File: src/rtl/xcmd_pkg.sv
package xcmd_pkg;

    localparam logic [3:0] FN_ADDR = 4'h2;
    localparam logic [3:0] FN_CNT  = 4'h4;
    localparam logic [3:0] FN_MODE = 4'h7;
    localparam logic [3:0] FN_OFF  = 4'h9;
    localparam logic [3:0] FN_ON   = 4'hA;

    typedef enum logic [2:0] {
        OP_NOP,
        OP_ADDR,
        OP_CNT,
        OP_MODE,
        OP_OFF,
        OP_ON
    } op_e;

    typedef enum logic [1:0] {
        SEL_NONE,
        SEL_ADDR,
        SEL_CNT,
        SEL_MODE
    } sel_e;

endpackage

File: src/rtl/xcmd_decode.sv
module xcmd_decode
    import xcmd_pkg::*;
#(
    parameter int unsigned NUM_CH = 16,
    parameter int unsigned CH_W   = 4
) (
    input  logic [7:0]      cmd_byte,
    output op_e             op,
    output logic [CH_W-1:0] chan
);

    logic [3:0] fn;
    logic [3:0] ch_nib;

    always_comb begin
        fn     = cmd_byte[7:4];
        ch_nib = cmd_byte[3:0];
        chan   = ch_nib[CH_W-1:0];
        case (fn)
            FN_ADDR: op = OP_ADDR;
            FN_CNT:  op = OP_CNT;
            FN_MODE: op = OP_MODE;
            FN_OFF:  op = OP_OFF;
            FN_ON:   op = OP_ON;
            default: op = OP_NOP;
        endcase
        // channel numbers beyond the implemented count are dropped
        if (32'(ch_nib) >= NUM_CH) begin
            op = OP_NOP;
        end
    end

endmodule

File: src/rtl/xcmd_ptr.sv
module xcmd_ptr
    import xcmd_pkg::*;
#(
    parameter int unsigned CH_W       = 4,
    parameter int unsigned ADDR_BYTES = 3,
    parameter int unsigned CNT_BYTES  = 2,
    parameter int unsigned PTR_W      = 2
) (
    input  logic            clk,
    input  logic            rst_n,
    input  logic            cmd_wr,
    input  op_e             op,
    input  logic [CH_W-1:0] cmd_chan,
    input  logic            data_acc,
    output sel_e            sel,
    output logic [CH_W-1:0] chan,
    output logic [PTR_W-1:0] ptr,
    output logic            live
);

    typedef struct packed {
        sel_e             sel;
        logic [CH_W-1:0]  chan;
        logic [PTR_W-1:0] ptr;
    } ptr_st_t;

    ptr_st_t          st_d, st_q;
    logic [PTR_W-1:0] len;

    always_comb begin
        case (st_q.sel)
            SEL_ADDR: len = PTR_W'(ADDR_BYTES);
            SEL_CNT:  len = PTR_W'(CNT_BYTES);
            SEL_MODE: len = PTR_W'(1);
            default:  len = '0;
        endcase
    end

    assign live = (st_q.ptr < len);

    always_comb begin
        st_d = st_q;
        if (cmd_wr && (op == OP_ADDR || op == OP_CNT || op == OP_MODE)) begin
            st_d.chan = cmd_chan;
            st_d.ptr  = '0;
            case (op)
                OP_ADDR: st_d.sel = SEL_ADDR;
                OP_CNT:  st_d.sel = SEL_CNT;
                default: st_d.sel = SEL_MODE;
            endcase
        end else if (data_acc && live) begin
            st_d.ptr = st_q.ptr + PTR_W'(1);
        end
    end

    always_ff @(posedge clk) begin
        if (!rst_n) begin
            st_q <= '{sel: SEL_NONE, chan: '0, ptr: '0};
        end else begin
            st_q <= st_d;
        end
    end

    assign sel  = st_q.sel;
    assign chan = st_q.chan;
    assign ptr  = st_q.ptr;

    AST_PTR_BOUND: assert property (@(posedge clk) disable iff (!rst_n)
        st_q.ptr <= len);

    AST_UNKNOWN_KEEPS_SEL: assert property (@(posedge clk) disable iff (!rst_n)
        (cmd_wr && op == OP_NOP) |=> $stable(st_q));

    AST_ENABLE_KEEPS_SEL: assert property (@(posedge clk) disable iff (!rst_n)
        (cmd_wr && (op == OP_ON || op == OP_OFF)) |=> $stable(st_q));

endmodule

File: src/rtl/xcmd_bank.sv
module xcmd_bank
    import xcmd_pkg::*;
#(
    parameter int unsigned NUM_CH     = 16,
    parameter int unsigned CH_W       = 4,
    parameter int unsigned ADDR_W     = 24,
    parameter int unsigned CNT_W      = 16,
    parameter int unsigned MODE_W     = 8,
    parameter int unsigned PTR_W      = 2
) (
    input  logic                     clk,
    input  logic                     rst_n,
    input  logic                     wr_en,
    input  sel_e                     sel,
    input  logic [CH_W-1:0]          chan,
    input  logic [PTR_W-1:0]         ptr,
    input  logic [7:0]               wdata,
    input  logic                     on_vld,
    input  logic                     off_vld,
    input  logic [CH_W-1:0]          cmd_chan,
    output logic [NUM_CH-1:0]        en_o,
    output logic [NUM_CH*ADDR_W-1:0] addr_o,
    output logic [NUM_CH*CNT_W-1:0]  cnt_o,
    output logic [NUM_CH*MODE_W-1:0] mode_o,
    output logic [7:0]               rd_byte
);

    localparam int unsigned ADDR_BYTES = ADDR_W / 8;
    localparam int unsigned CNT_BYTES  = CNT_W / 8;

    typedef struct packed {
        logic [NUM_CH-1:0]             en;
        logic [NUM_CH-1:0][ADDR_W-1:0] addr;
        logic [NUM_CH-1:0][CNT_W-1:0]  cnt;
        logic [NUM_CH-1:0][MODE_W-1:0] mode;
    } bank_t;

    bank_t             st_d, st_q;
    logic [NUM_CH-1:0] on_hit, off_hit, wr_hit;

    for (genvar g = 0; g < NUM_CH; g++) begin : g_ch
        assign on_hit[g]  = on_vld  && (cmd_chan == CH_W'(g));
        assign off_hit[g] = off_vld && (cmd_chan == CH_W'(g));
        assign wr_hit[g]  = wr_en   && (chan == CH_W'(g));

        AST_ON_SETS: assert property (@(posedge clk) disable iff (!rst_n)
            on_hit[g] |=> st_q.en[g]);

        AST_OFF_CLEARS: assert property (@(posedge clk) disable iff (!rst_n)
            off_hit[g] |=> !st_q.en[g]);

        AST_OTHER_CH_HELD: assert property (@(posedge clk) disable iff (!rst_n)
            !wr_hit[g] |=> ($stable(st_q.addr[g]) && $stable(st_q.cnt[g])
                            && $stable(st_q.mode[g])));
    end

    always_comb begin
        st_d = st_q;
        for (int i = 0; i < NUM_CH; i++) begin
            if (on_hit[i]) begin
                st_d.en[i] = 1'b1;
            end
            if (off_hit[i]) begin
                st_d.en[i] = 1'b0;
            end
            if (wr_hit[i]) begin
                case (sel)
                    SEL_ADDR: begin
                        for (int k = 0; k < ADDR_BYTES; k++) begin
                            if (ptr == PTR_W'(k)) begin
                                st_d.addr[i][8*k +: 8] = wdata;
                            end
                        end
                    end
                    SEL_CNT: begin
                        for (int k = 0; k < CNT_BYTES; k++) begin
                            if (ptr == PTR_W'(k)) begin
                                st_d.cnt[i][8*k +: 8] = wdata;
                            end
                        end
                    end
                    SEL_MODE: begin
                        if (ptr == '0) begin
                            st_d.mode[i] = wdata[MODE_W-1:0];
                        end
                    end
                    default: ;
                endcase
            end
        end
    end

    always_comb begin
        rd_byte = 8'h00;
        case (sel)
            SEL_ADDR: begin
                for (int k = 0; k < ADDR_BYTES; k++) begin
                    if (ptr == PTR_W'(k)) begin
                        rd_byte = st_q.addr[chan][8*k +: 8];
                    end
                end
            end
            SEL_CNT: begin
                for (int k = 0; k < CNT_BYTES; k++) begin
                    if (ptr == PTR_W'(k)) begin
                        rd_byte = st_q.cnt[chan][8*k +: 8];
                    end
                end
            end
            SEL_MODE: rd_byte = 8'(st_q.mode[chan]);
            default:  ;
        endcase
    end

    always_ff @(posedge clk) begin
        if (!rst_n) begin
            st_q <= '0;
        end else begin
            st_q <= st_d;
        end
    end

    assign en_o   = st_q.en;
    assign addr_o = st_q.addr;
    assign cnt_o  = st_q.cnt;
    assign mode_o = st_q.mode;

endmodule

File: src/rtl/dma_xcmd_regfile.sv
module dma_xcmd_regfile
    import xcmd_pkg::*;
#(
    parameter int unsigned NUM_CH    = 16,
    parameter int unsigned ADDR_W    = 24,
    parameter int unsigned CNT_W     = 16,
    parameter int unsigned MODE_W    = 8,
    parameter int unsigned IO_AW     = 8,
    parameter logic [7:0]  CMD_PORT  = 8'h18,
    parameter logic [7:0]  DATA_PORT = 8'h1A
) (
    input  logic                     clk,
    input  logic                     rst_n,
    input  logic [IO_AW-1:0]         io_addr,
    input  logic                     io_wr,
    input  logic                     io_rd,
    input  logic [7:0]               io_wdata,
    output logic [7:0]               io_rdata,
    output logic [NUM_CH-1:0]        ch_en_o,
    output logic [NUM_CH*ADDR_W-1:0] ch_addr_o,
    output logic [NUM_CH*CNT_W-1:0]  ch_cnt_o,
    output logic [NUM_CH*MODE_W-1:0] ch_mode_o
);

    localparam int unsigned CH_W       = (NUM_CH > 1) ? $clog2(NUM_CH) : 1;
    localparam int unsigned ADDR_BYTES = ADDR_W / 8;
    localparam int unsigned CNT_BYTES  = CNT_W / 8;
    localparam int unsigned PTR_W      = $clog2(ADDR_BYTES + 1);

    typedef struct packed {
        logic [7:0] rdata;
    } top_st_t;

    top_st_t          st_d, st_q;
    logic             cmd_wr, data_wr, data_rd, live;
    op_e              op;
    logic [CH_W-1:0]  dec_chan, sel_chan;
    sel_e             sel;
    logic [PTR_W-1:0] ptr;
    logic [7:0]       rd_byte;

    assign cmd_wr  = io_wr && (io_addr == IO_AW'(CMD_PORT));
    assign data_wr = io_wr && (io_addr == IO_AW'(DATA_PORT));
    assign data_rd = io_rd && !io_wr && (io_addr == IO_AW'(DATA_PORT));

    xcmd_decode #(
        .NUM_CH (NUM_CH),
        .CH_W   (CH_W)
    ) u_decode (
        .cmd_byte (io_wdata),
        .op       (op),
        .chan     (dec_chan)
    );

    xcmd_ptr #(
        .CH_W       (CH_W),
        .ADDR_BYTES (ADDR_BYTES),
        .CNT_BYTES  (CNT_BYTES),
        .PTR_W      (PTR_W)
    ) u_ptr (
        .clk      (clk),
        .rst_n    (rst_n),
        .cmd_wr   (cmd_wr),
        .op       (op),
        .cmd_chan (dec_chan),
        .data_acc (data_wr || data_rd),
        .sel      (sel),
        .chan     (sel_chan),
        .ptr      (ptr),
        .live     (live)
    );

    xcmd_bank #(
        .NUM_CH (NUM_CH),
        .CH_W   (CH_W),
        .ADDR_W (ADDR_W),
        .CNT_W  (CNT_W),
        .MODE_W (MODE_W),
        .PTR_W  (PTR_W)
    ) u_bank (
        .clk      (clk),
        .rst_n    (rst_n),
        .wr_en    (data_wr && live),
        .sel      (sel),
        .chan     (sel_chan),
        .ptr      (ptr),
        .wdata    (io_wdata),
        .on_vld   (cmd_wr && op == OP_ON),
        .off_vld  (cmd_wr && op == OP_OFF),
        .cmd_chan (dec_chan),
        .en_o     (ch_en_o),
        .addr_o   (ch_addr_o),
        .cnt_o    (ch_cnt_o),
        .mode_o   (ch_mode_o),
        .rd_byte  (rd_byte)
    );

    always_comb begin
        st_d = st_q;
        if (io_rd && !io_wr) begin
            st_d.rdata = (data_rd && live) ? rd_byte : 8'h00;
        end
    end

    always_ff @(posedge clk) begin
        if (!rst_n) begin
            st_q <= '0;
        end else begin
            st_q <= st_d;
        end
    end

    assign io_rdata = st_q.rdata;

    AST_EXHAUSTED_WRITE: assert property (@(posedge clk) disable iff (!rst_n)
        (data_wr && !live) |=> ($stable(ch_addr_o) && $stable(ch_cnt_o)
                                && $stable(ch_mode_o)));

    AST_UNKNOWN_CMD: assert property (@(posedge clk) disable iff (!rst_n)
        (cmd_wr && op == OP_NOP) |=> ($stable(ch_en_o) && $stable(ch_addr_o)
                                      && $stable(ch_cnt_o) && $stable(ch_mode_o)));

    AST_READ_PURE: assert property (@(posedge clk) disable iff (!rst_n)
        (io_rd && !io_wr) |=> ($stable(ch_en_o) && $stable(ch_addr_o)
                               && $stable(ch_cnt_o) && $stable(ch_mode_o)));

    AST_FOREIGN_OFFSET: assert property (@(posedge clk) disable iff (!rst_n)
        (!cmd_wr && !data_wr) |=> ($stable(ch_en_o) && $stable(ch_addr_o)
                                   && $stable(ch_cnt_o) && $stable(ch_mode_o)));

    AST_RESET_CLEAR: assert property (@(posedge clk) disable iff (!rst_n)
        $rose(rst_n) |-> (ch_en_o == '0 && ch_addr_o == '0));

endmodule

File: config.mk
export PLATFORM = sky130hd
export DESIGN_NAME = dma_xcmd_regfile
export DESIGN_NICKNAME = d
export VERILOG_FILES = /design/src/rtl/xcmd_pkg.sv /design/src/rtl/xcmd_decode.sv /design/src/rtl/xcmd_ptr.sv /design/src/rtl/xcmd_bank.sv /design/src/rtl/dma_xcmd_regfile.sv
export SDC_FILE = /design/constraint.sdc
export NUM_CORES = 2
export LEC_CHECK = 0
export BUFFER_PORTS_ARGS = -buffer_cell sky130_fd_sc_hd__buf_2
export CELL_PAD_IN_SITES_DETAIL_PLACEMENT = 0
export CELL_PAD_IN_SITES_GLOBAL_PLACEMENT = 1
export CORE_AREA = 2 2 320 322
export CTS_CLUSTER_SIZE = 8
export DETAILED_ROUTE_END_ITERATION = 10
export DIE_AREA = 0 0 322 324
export GPL_TIMING_DRIVEN = 0
export MAX_ROUTING_LAYER = met4
export PLACE_DENSITY_LB_ADDON = 0.1
export REMOVE_ABC_BUFFERS = 1
export SLEW_MARGIN = 15
export SYNTH_ARGS = -nofsm -noshare
export SYNTH_HDL_FRONTEND = slang
export SYNTH_SLANG_ARGS = --single-unit
File: constraint.sdc
create_clock -name clk -period 3.65 [get_ports clk]
set_input_delay 0.5475 -clock clk [delete_from_list [all_inputs] [get_ports clk]]
set_output_delay 0.5475 -clock clk [all_outputs]
set_load 0.05 [all_outputs]
==> results_dict.tcl <==
set metrics [dict create \
    setup_viol 0 \
    drcViolationCount 0 \
    place_hpwl_um 117000 \
    hold_buffers 0 \
    crit_required_ns 4.27 \
    cts_tree "yes" \
    grt_max_degree 150 \
    clock_tree.buffer_depth 3 \
    numClockSinks 800 \
    cts_made_buffers 110 \
    synth_flop_cell "dfxtp_1" \
    yosysSeqAreaShare 0.424 \
    ios 812 \
    clkTransAtPathRegs_ns 0.05 \
    power.leakage_nw 17.9 \
    synth_area_um2 37800 \
    grt_remaining_overflow 0 \
    critical_path.endpoint_type "register" \
    syn_area_per_cell_um2 10.2 \
    vias 31100 \
    finalCriticalPeriod_ns 3.55 \
    cpLargestDelayFamily "simple AND/OR/NAND/NOR gates" \
    initial_core_util 0.374 \
    die-area_um2 104000 \
    drv_cap 0 \
    crit_path_max_incr_delay_ns 0.87 \
    die_h_um 324 \
    antenna_found_initial 3 \
    area_delta_synth_final_pct 23.2 \
    crit_chain "buf_16 -> and2_1 -> nand3_2 -> nor2_1 -> nand2_1 -> a21boi_0" \
    core_um2 101000 \
    finalPower_w 0.0186 \
    final_nets 4406 \
    ir_drop_v 0.000361 \
    period_share 0.974 \
    grt_setup_unrepaired "true" \
    grt_pass1_vias 29900 \
    yosysUniqueCellTypes 58 \
    critPathArrivalTime_ns 4.17 \
    hp-class "in -> reg" \
    worstPathMaxFanout 36 \
    max_freq_mhz 281 \
    h-tree-depth 3 \
    firstDrtPassIters 5 \
    grt_first_pass_wirelength_um 230000 \
    slew_violations 0 \
    status "finished, final reports clean" \
    place_congestion 0.841 \
    powerDensity_nw_per_um2 399 \
    drt-initial-drc-count 2176 \
    synth_edf_count 0 \
    rr_startpoint "u_ptr.chan[2]" \
    finalWirelength_um 164000 \
    relSlewSlack 0.173 \
    cp-startpoint "u_ptr.chan[2]" \
    async_flop_share 0 \
    clock_latency_ns 0.69 \
    place_ws_ns -1.32 \
    synth-seq-cells 800 \
    worst_slack_ns 0.0959 \
    fin_area_um2 46600 \
    ys.warnings.count 0 \
    port_buffers 811 \
    wl_per_cell_um 28.9 \
    drive_gt1_frac 0.290 \
    postRouteAntennaNets 0 \
    hold_viol_final 0 \
    path_buf_inv 1 \
    via_per_inst 5.46 \
    worstMarginPinSlew_ns 1.24 \
    synth_cells 3721 \
    die_w_um 322 \
    placed_cell_area_um2 43400 \
    fin_util 0.461 \
    gr-usage-all-layers 0.314 \
    fin_skew_ns 0.0213 \
    hold_start "io_wdata[3]" \
    path_class "reg -> reg" \
    slowest_stage "nor2_1" \
    fp-row-count 117 \
    clock-root-buffer "clkbuf_16" \
    cp-start-kind "register" \
]
==> path summary, 6_finish.rpt <==
kind | to | slack [ns] | cells after the start
worst min register to register | u_bank.addr_o[7] | 0.47 | 2
worst min-delay path | u_bank.mode_o[99] | 0.28 | 3
worst max register to register | u_bank.addr_o[323] | 0.1 | 6
worst max-delay path | u_bank.addr_o[323] | 0.1 | 6
==> area by class of cell <==
| class | count | area (um2) |
|---|---|---|
| clock inverters | 4 | 42.5 |
| multi-input cells | 2576 | 20500 |
| repair buffers | 882 | 5430 |
| well taps | 1309 | 1640 |
| diodes | 3 | 7.51 |
| fillers | 9797 | 54400 |
| clock buffers | 117 | 2850 |
| flip-flops and latches | 800 | 16000 |
| inverters | 8 | 30.0 |
==> report_power, final <==
part	switching, W	internal [W]	total [W]	leakage (nW)
clock network	0.00387	0.00541	0.00928	1.43
registers	0.000000157	0.00874	0.00874	6.44
logic	0.000355	0.000184	0.000539	10.1
==> kinds of logic (layout without fill, tap and decap cells) <==
| family | after synthesis | in the layout | synth area share |
|---|---|---|---|
| other | 0 | 3 | 0 |
| AO/OA/AOI/OAI | 640 | 640 | 0.116 |
| multiplexers | 720 | 720 | 0.240 |
| adder cells (fa/ha/maj) | 8 | 8 | 0.00265 |
| buffers and inverters | 345 | 1011 | 0.0370 |
| XOR/XNOR | 1 | 1 | 0.000232 |
| flip-flops | 800 | 800 | 0.424 |
| AND/OR/NAND/NOR | 1207 | 1207 | 0.180 |
==> cells in the final DEF, fill, tap and decap left out, drive strengths merged, types with 58 or more instances in the layout <==
master	n
a21boi	306
buf	882
clkbuf	117
dfxtp	800
mux2i	568
mux4	150
nand2	489
nor2	58
nor2b	479
nor3	80
o21ai	175
==> Yosys cell counts (6+ instances only) <==
cell type  count  area (um2)
a21boi_0     306        2300
a21oi_1       26         130
a22oi_1       36         270
a31oi_1        8        50.1
and2_1        16         100
buf_1         61         229
buf_2         61         305
buf_4          7        52.6
clkbuf_1     208         781
dfxtp_1      800       16000
ha_1           8         100
inv_1          8        30.0
mux2i_1      568        5690
mux4_2       150        3380
nand2_1      488        1830
nand2b_1       9        56.3
nand3_1       20         100
nand4_1        6        37.5
nor2_1        58         218
nor2b_1      479        3000
nor3_1        18        90.1
nor3_4        62        1010
o211ai_1      15         113
o21ai_0      175         876
o221a_2       16         180
o221ai_1       8        70.1
o22ai_1       16         100
o31ai_1        8        60.1
or3_1         25         156
==> sequential cells by signal (all words and copies together), names as in the netlist <==
register       cells
io_rdata           8
u_bank.addr_o    384
u_bank.cnt_o     256
u_bank.en_o       16
u_bank.mode_o    128
u_ptr.chan         4
u_ptr.ptr          2
u_ptr.sel          2
==> worst register-to-register path, delay by kind of cell, from the launching register on <==
kind                   cells  cell delay (ns)
buffers and inverters      1             0.32
AND/OR/NAND/NOR            4             2.34
AO/OA/AOI/OAI              1             0.18
flip-flops                 1             0.66
==> per-stage QoR <==
step           TNS [ns]  std cells  hold slack [ns]
2_1_floorplan  -4834.24       3384            0.527
3_3_place_gp          -       5504            0.464
3_5_place_dp    -276.22       5562            0.470
4_1_cts               0       5692            0.254
5_1_grt         -0.0271       5697            0.274
6_report              0       5699            0.283
==> timing repair <==
| item | CTS | global route |
|---|---|---|
| pin swaps | 4 | 2 |
| endpoints found under the setup margin | 680 | 101 |
| setup buffers | 9 | 4 |
| resized for setup | 15 | 6 |
| endpoints found under the hold margin | 0 | 0 |
==> layer usage <==
| layer | GRT usage | vias up | wire length, um |
|---|---|---|---|
| li1 | - | 14300 | - |
| met1 | 0.388 | 15500 | 68900 |
| met2 | 0.498 | 1015 | 77700 |
| met3 | 0.0769 | 245 | 11500 |
| met4 | 0.111 | 0 | 6350 |
| met5 | - | - | 0 |
Note: power is estimated with default switching activity, not from simulation.
